==> config.mk <==
export PLATFORM = sky130hd
export DESIGN_NAME = set_duel_selector
export DESIGN_NICKNAME = d
export VERILOG_FILES = /design/src/rtl/set_duel_pkg.sv /design/src/rtl/set_duel_classify.sv /design/src/rtl/set_duel_psel.sv /design/src/rtl/set_duel_lfsr.sv /design/src/rtl/set_duel_selector.sv
export SDC_FILE = /design/constraint.sdc
export NUM_CORES = 1
export LEC_CHECK = 0
export BUFFER_PORTS_ARGS = -buffer_cell sky130_fd_sc_hd__buf_2
export CORE_ASPECT_RATIO = 1.75
export CORE_MARGIN = 4
export CORE_UTILIZATION = 51
export CTS_CLUSTER_SIZE = 10
export DETAILED_ROUTE_END_ITERATION = 6
export PLACE_DENSITY = 0.77
export SYNTH_ARGS = -nofsm -noshare
export SYNTH_HDL_FRONTEND = slang
export SYNTH_SLANG_ARGS = --single-unit
==> constraint.sdc <==
create_clock -name clk_i -period 2.65 [get_ports clk_i]
set_clock_uncertainty 0.05 [all_clocks]
set_input_delay 0.3975 -clock clk_i [delete_from_list [all_inputs] [get_ports clk_i]]
set_output_delay 0.3975 -clock clk_i [all_outputs]
set_load 0.005 [all_outputs]
==> src/rtl/set_duel_pkg.sv <==
package set_duel_pkg;
  typedef enum logic [1:0] {
    ROLE_FOLLOW = 2'd0,
    ROLE_LEAD_A = 2'd1,
    ROLE_LEAD_B = 2'd2
  } set_role_e;

  localparam logic [1:0] AGE_NEAR = 2'd1;
  localparam logic [1:0] AGE_FAR  = 2'd3;
endpackage

==> src/rtl/set_duel_classify.sv <==
module set_duel_classify
  import set_duel_pkg::*;
#(
  parameter int SET_W     = 11,
  parameter int A_BASE    = 512,
  parameter int B_BASE    = 768,
  parameter int LEAD_CNT  = 64
) (
  input  logic [SET_W-1:0] set_idx_i,
  output set_role_e        role_o
);
  localparam int LEAD_LOG = $clog2(LEAD_CNT);
  localparam bit POW2     = (LEAD_CNT == (1 << LEAD_LOG)) && ((A_BASE % LEAD_CNT) == 0)
                            && ((B_BASE % LEAD_CNT) == 0);

  logic in_a, in_b;

  generate
    if (POW2) begin : g_aligned
      // aligned power-of-two windows: compare upper index bits only
      localparam int TW = SET_W - LEAD_LOG;
      localparam logic [TW-1:0] A_TAG = TW'(A_BASE >> LEAD_LOG);
      localparam logic [TW-1:0] B_TAG = TW'(B_BASE >> LEAD_LOG);
      assign in_a = (set_idx_i[SET_W-1:LEAD_LOG] == A_TAG);
      assign in_b = (set_idx_i[SET_W-1:LEAD_LOG] == B_TAG);
    end else begin : g_range
      int idx;
      assign idx  = int'({1'b0, set_idx_i});
      assign in_a = (idx >= A_BASE) && (idx < A_BASE + LEAD_CNT);
      assign in_b = (idx >= B_BASE) && (idx < B_BASE + LEAD_CNT);
    end
  endgenerate

  always_comb begin
    if (in_a)      role_o = ROLE_LEAD_A;
    else if (in_b) role_o = ROLE_LEAD_B;
    else           role_o = ROLE_FOLLOW;
  end
endmodule

==> src/rtl/set_duel_psel.sv <==
module set_duel_psel #(
  parameter int W = 10
) (
  input  logic         clk_i,
  input  logic         rst_ni,
  input  logic         inc_i,
  input  logic         dec_i,
  output logic [W-1:0] cnt_o,
  output logic         msb_o
);
  localparam logic [W-1:0] MID = {1'b1, {(W-1){1'b0}}};
  localparam logic [W-1:0] TOP = {W{1'b1}};
  localparam logic [W-1:0] BOT = '0;

  logic [W-1:0] cnt_q, cnt_d;

  always_comb begin
    cnt_d = cnt_q;
    if (inc_i && !dec_i && cnt_q != TOP)      cnt_d = cnt_q + 1'b1;
    else if (dec_i && !inc_i && cnt_q != BOT) cnt_d = cnt_q - 1'b1;
  end

  always_ff @(posedge clk_i or negedge rst_ni) begin
    if (!rst_ni) cnt_q <= MID;
    else         cnt_q <= cnt_d;
  end

  assign cnt_o = cnt_q;
  assign msb_o = cnt_q[W-1];
endmodule

==> src/rtl/set_duel_lfsr.sv <==
module set_duel_lfsr #(
  parameter int           W    = 16,
  parameter logic [W-1:0] TAPS = 16'hB400,
  parameter logic [W-1:0] SEED = 16'hACE1
) (
  input  logic         clk_i,
  input  logic         rst_ni,
  input  logic         step_i,
  output logic [W-1:0] state_o
);
  logic [W-1:0] state_q;
  logic         fb;

  assign fb = ^(state_q & TAPS);

  always_ff @(posedge clk_i or negedge rst_ni) begin
    if (!rst_ni)     state_q <= SEED;
    else if (step_i) state_q <= {state_q[W-2:0], fb};
  end

  assign state_o = state_q;
endmodule

==> src/rtl/set_duel_selector.sv <==
module set_duel_selector
  import set_duel_pkg::*;
#(
  parameter int           SET_W    = 11,
  parameter int           A_BASE   = 512,
  parameter int           B_BASE   = 768,
  parameter int           LEAD_CNT = 64,
  parameter int           PSEL_W   = 10,
  parameter int           RND_W    = 16,
  parameter logic [15:0]  RND_TAPS = 16'hB400,
  parameter logic [15:0]  RND_SEED = 16'hACE1,
  parameter int           PICK_W   = 4
) (
  input  logic             clk_i,
  input  logic             rst_ni,
  input  logic [SET_W-1:0] set_idx_i,
  input  logic             access_i,
  input  logic             miss_i,
  output logic             use_b_o,
  output logic [1:0]       ins_age_o
);
  set_role_e          role;
  logic               miss_v;
  logic [PSEL_W-1:0]  psel_q;
  logic               psel_msb;
  logic [RND_W-1:0]   rnd_q;
  logic [1:0]         b_age;

  set_duel_classify #(
    .SET_W(SET_W), .A_BASE(A_BASE), .B_BASE(B_BASE), .LEAD_CNT(LEAD_CNT)
  ) u_classify (
    .set_idx_i(set_idx_i),
    .role_o   (role)
  );

  assign miss_v = access_i & miss_i;

  set_duel_psel #(.W(PSEL_W)) u_psel (
    .clk_i (clk_i),
    .rst_ni(rst_ni),
    .inc_i (miss_v && role == ROLE_LEAD_A),
    .dec_i (miss_v && role == ROLE_LEAD_B),
    .cnt_o (psel_q),
    .msb_o (psel_msb)
  );

  set_duel_lfsr #(
    .W(RND_W), .TAPS(RND_TAPS[RND_W-1:0]), .SEED(RND_SEED[RND_W-1:0])
  ) u_lfsr (
    .clk_i  (clk_i),
    .rst_ni (rst_ni),
    .step_i (miss_v),
    .state_o(rnd_q)
  );

  // all-zero pick field -> near insertion (1 in 2^PICK_W)
  assign b_age = (rnd_q[PICK_W-1:0] == '0) ? AGE_NEAR : AGE_FAR;

  always_comb begin
    unique case (role)
      ROLE_LEAD_A: use_b_o = 1'b0;
      ROLE_LEAD_B: use_b_o = 1'b1;
      default:     use_b_o = psel_msb;
    endcase
    ins_age_o = use_b_o ? b_age : AGE_NEAR;
  end
endmodule

# [After elaboration in Yosys (flattened, before gate mapping)]
# Index checks and enable logic that the tools add are counted.
# Widths: inputs -> output; s select.
[word_totals] register_bits=26 wordCells=29
[op_classes] add_sub_neg=2 n_eq_ne=5 n_mux=7 bitwise_logic=1 reduce_logical=12
[ops] cell="$mux 10" n=2
[ops] cell="$reduce_xor 16->1" n=1
[ops] cell="$add 10x1->10 const B" n=1
[ops] cell="$eq 5x4->1 const B" n=2
[ops] cell="$ne 10x10->1 const B" n=1
[ops] cell="$reduce_bool 10->1" n=1
[ops] cell="$sub 10x1->10 const B" n=1
[ops] cell="$mux 2" n=4
[ops] cell="$logic_and 1x1->1" n=6
[ops] cell="$logic_not 4->1" n=1
[ops] cell="$eq 2x1->1 const B" n=1
[ops] cell="$eq 2x2->1 const B" n=1
[ops] cell="$logic_not 1->1" n=2
[ops] cell="$pmux 1 s2" n=1
[ops] cell="$reduce_bool 2->1" n=1
[ops] cell="$and 1x1->1" n=1

# [Depth between registers and ports, before layout]
[logic_depth] depth_word=10 depth_mapped=10 mapped_depth_nobuf=10

# [By module]
# From an unflattened synthesis, not the netlist that was laid out.
[unflattened] cells_unflattened=144 area_unflattened_um2=1642.8
[by_module_without_submodules] mod="set_duel_psel" instances=1 cells_each=91 area_each_um2=827.0
[by_module_without_submodules] mod="set_duel_lfsr" instances=1 cells_each=38 area_each_um2=675.6
[by_module_without_submodules] mod="set_duel_selector" instances=1 cells_each=11 area_each_um2=88.8
[by_module_without_submodules] mod="set_duel_classify" instances=1 cells_each=4 area_each_um2=51.3

# [Worst setup path before layout]
# Ideal clock, no wire load.
[synth_timing] path_kind="input to register" startpoint="input set_idx_i[10]" endpoint="register u_psel.cnt_q[8] (netlist: u_psel.cnt_o[8])" setup_ns=0.120 t_arrival_ns=2.721 required_time_ns=2.480 slack_ns=-0.241 path_stages=9 n_path_buf=0 path_cell_list="nor4b_4 > nand2_1 > or3_2 > ha_1 > o21ai_1 > a211oi_1 > o31a_1 > or3_1 > a31o_1"
[synth_via] elab_chain_len=9 word_cells_on_any_way=16
[synth_rtl] item="start: declaration" line_no="set_duel_selector.sv:16" rtl="input logic [SET_W-1:0] set_idx_i,"
[synth_rtl] item="$eq 5x4->1" line_no="set_duel_classify.sv:25" rtl="assign in_b = (set_idx_i[SET_W-1:LEAD_LOG] == B_TAG);"
[synth_rtl] item="$mux 2" line_no="set_duel_classify.sv:36" rtl="else if (in_b) role_o = ROLE_LEAD_B;"
[synth_rtl] item="$mux 2 *" line_no="set_duel_classify.sv:35" rtl="if (in_a) role_o = ROLE_LEAD_A;"
[synth_rtl] item="$eq 2x2->1 or $eq 2x1->1 (tied branches)" line_no="set_duel_selector.sv:42, set_duel_selector.sv:41"
[synth_rtl] item="$logic_and 1x1->1, on equally long branches" line_no="set_duel_selector.sv:42, set_duel_selector.sv:41"
[synth_rtl] item="$logic_not 1->1, on equally long branches" line_no="set_duel_psel.sv:19, set_duel_psel.sv:20"
[synth_rtl] item="$logic_and 1x1->1, on equally long branches (2 in a row)" line_no="set_duel_psel.sv:19, set_duel_psel.sv:20"
[synth_rtl] item="$mux 10 or $reduce_bool 2->1 (tied branches)"
[synth_rtl] item="end signal: assignment" line_no="set_duel_psel.sv:25" rtl="else cnt_q <= cnt_d;"
[synth_rtl] item="end: declaration" line_no="set_duel_psel.sv:15" rtl="logic [W-1:0] cnt_q, cnt_d;"
# Mark *: on every way between the ends. The rest lies on a longest branch, timed or not.
# A chain may end at the register's enable or synchronous reset.

# [Worst setup path after layout]
[layout_timing] startpoint="register u_psel.cnt_q[9] (netlist: u_psel.cnt_o[9])" endpoint="register u_psel.cnt_q[6] (netlist: u_psel.cnt_o[6])"
[layout_via] elab_chain_len=3 word_cells_on_any_way=6
[layout_rtl] item="$ne 10x10->1 or $reduce_bool 10->1 (tied branches)" line_no="set_duel_psel.sv:19, set_duel_psel.sv:20"
[layout_rtl] item="$logic_and 1x1->1, on equally long branches" line_no="set_duel_psel.sv:19, set_duel_psel.sv:20"
[layout_rtl] item="$mux 10 or $reduce_bool 2->1 (tied branches)"
# Parallel ways exist; a longest one is shown, timed or not.

==> metrics.cfg <==
[synthesis]
synth_top_area_cell = dfrtp_1
synth_top_area_share_pct = 27.7
ys_types = 44
synth_top_cells_by_area = dfrtp_1 28%, dfstp_2 15%, mux2_2 15%
synth_ff_type = dfrtp_1
async_flop_share_pct = 100
ys_warn_count = 0
syn_nets = 159
synth_seq_cells = 26
synth_area_mm2 = 0.00154
synthesis.instances = 135
ys_seq_area_share_pct = 43.1
syn_area_per_cell_um2 = 11.4
synth_edf_count = 0

[drt]
drc = 0
initialDrtViolationCount = 14
vias = 1205
via_per_inst = 5.94
dr.pass1.iters = 4
ant_nets = 0
post_drt_wl_per_cell_um = 16.7
wirelength_mm = 3.39

[placed_design]
place_congestion = 0.884
numPortBuffers = 10
hpwlAfterDp_mm = 2.71
place_worst_setup_slack_ns = -0.261

[critical_path]
cp_top_family = simple AND/OR/NAND/NOR gates
critPathBufInv = 2
crit_chain = nand2_1 > nor3_2 > or3_4 > inv_2 > fa_2 > nand2b_4 > buf_4 > a21oi_1 > nor3_1 > a2bb2oi_1 > mux2_2
critPathKind = reg -> reg
cpMaxStageDelayCell = dfstp_2
critPathMaxFanout = 5
cpPeakStageDelay_ns = 0.53
crit_path_start_kind = flip-flop
crit_path_end_kind = flip-flop
critPathArrivalTime_ns = 2.73
required_ns = 2.76

[floorplan]
core_area_mm2 = 0.00290
initial_core_util_pct = 53.0
rows = 26
die_area_mm2 = 0.00399
die_w_um = 49.5
die_h_um = 80.6
io_pins = 18

[flow_run]
maxCapViolations = 0

[global_routing]
antenna_found_initial = 0
first_global_vias = 1298
grt_max_degree = 27
grt.overflow.total = 0
grt_pass1_wl_mm = 5.49
track_usage_pct = 18.0

[power]
p_per_area_mw_per_mm2 = 822
peakVddDrop_mv = 0.691
leakage_nw = 0.929

[finish]
seqCellArea_um2 = 662
mostFrequentLayoutCells = 28 x buf_4, 21 x mux2_2, 17 x dfrtp_1, 10 x buf_2, 9 x dfstp_2
mostFrequentLayoutCell = buf_4
n_antenna_cell = 0
area_delta_synth_final_pct = 29.3
n_fill_cell = 193
drive_gt1_share_pct = 51.4
final_nets = 200
utilization_pct = 68.6
multi_input_area_um2 = 922

[sta]
fin_crit_sh_pct = 98.9
finalCriticalPeriod_ns = 2.62
finalHoldViolCount = 0
timing.slew.headroom_pct = 64.0
worst_slack_ns = 0.0301
worst_slew_pin_slew_ns = 0.540
final.setup.tns_ns = 0
hold_ws_ns = 0.0519
finalMaxSlewViolations = 0
setup_violations = 0
fmax_mhz = 382
rsz0062_at_grt = yes

[clock_tree]
cts_tree = built
path_clk_slew_ns = 0.09
ctsResizeCount = 0
clk_path_buf_depth = 2
worstSkewPairLatency_ns = 0.27
root_buffer = clkbuf_8
htreeDepth = 1
clock_sinks = 26
cts_buffers = 3

[run_status]
status = finished clean

[hold_path]
hp-class = in -> async

[sequential cells by signal, summed over array words and instances, names as in the netlist]
register and cells:
u_lfsr.state_o 16, u_psel.cnt_o 10
[metal layers]
layer  part of all wire (%)  global-route usage (%)  vias to the layer above
met4                    2.7                    8.59                        0
met1                     36                    17.2                      587
met2                     59                    36.4                       28
met5                      0                       0                        -
li1                       -                       -                      580
met3                    2.6                    2.41                       10
[worst register-to-register path, delay by kind of cell, from the launching register on]
kind | cells | cell delay [ns]
simple gates | 5 | 0.80
flops | 1 | 0.53
buf+inv | 2 | 0.18
compound gates | 2 | 0.35
mux | 1 | 0.26
fa+ha+maj | 1 | 0.35
[final timing paths]
kind	start	to	slack, ns	cells past startpoint
max	u_psel.cnt_o[9]	u_psel.cnt_o[6]	0.03	11
min	rst_ni	u_lfsr.state_o[14]	0.05	1
max reg2reg	u_psel.cnt_o[9]	u_psel.cnt_o[6]	0.03	11
min reg2reg	u_lfsr.state_o[8]	u_lfsr.state_o[8]	0.47	1
max in group asynchronous	rst_ni	u_lfsr.state_o[15]	2.13	1
min in group clk_i	set_idx_i[8]	u_psel.cnt_o[9]	0.47	4
[per-stage QoR]
step,instances,total power (W),instance area [um^2]
floorplan,135,0.00104,1620
global placement,195,0.00127,1870
detailed placement,195,0.00131,1870
CTS,202,0.00164,1980
global route,203,0.00173,1990
finish,203,0.00163,1990
[cells in the mapped netlist (all sizes together) (2+ instances only)]
cell    instances
dfstp           9
dfrtp          17
nand3           2
nand2b          2
inv             4
a211oi          3
o21ai           6
nor3            2
nor4            3
nor2b           3
nand4           3
nand2           9
mux2           21
a31o            2
o31a            2
ha              8
nor2            5
a21oi           6
buf             3
xnor2           6
a21o            2
or3             3
[cells by family after synthesis]
| kind of cell | share of synthesized area (%) |
|---|---|
| buf+inv | 2.44 |
| xor+xnor | 3.99 |
| mux | 16.1 |
| fa+ha+maj | 7.82 |
| flops | 43.1 |
| compound gates | 12.0 |
| other cells | 0.244 |
| simple gates | 14.3 |
[what timing repair did]
| action | CTS | global route |
|---|---|---|
| pin swaps | 1 | 2 |
| cloned | 0 | 0 |
| setup buffers | 3 | 1 |
| setup endpoints to repair | 2 | 4 |
| hold buffers | 0 | 0 |
[layout make-up]
class                      instances  share of cell area, %
clock buffer                       3                   2.08
clock inverter                     1                   1.51
inverter                           4                  0.756
multi-input combinational        102                   46.4
sequential                        26                   33.3
tap                               28                   1.76
timing repair buffer              39                   14.1
[power breakdown]
part / leakage, nW / switching [W] / internal, W / total (W)
Sequential: 0.319 / 0.0000673 / 0.000504 / 0.000571
Clock: 0.0357 / 0.000119 / 0.000202 / 0.000321
Combinational: 0.574 / 0.000348 / 0.000393 / 0.000741
Total: 0.929 / 0.000534 / 0.00110 / 0.00163
Power figures use the tool's default switching activity.
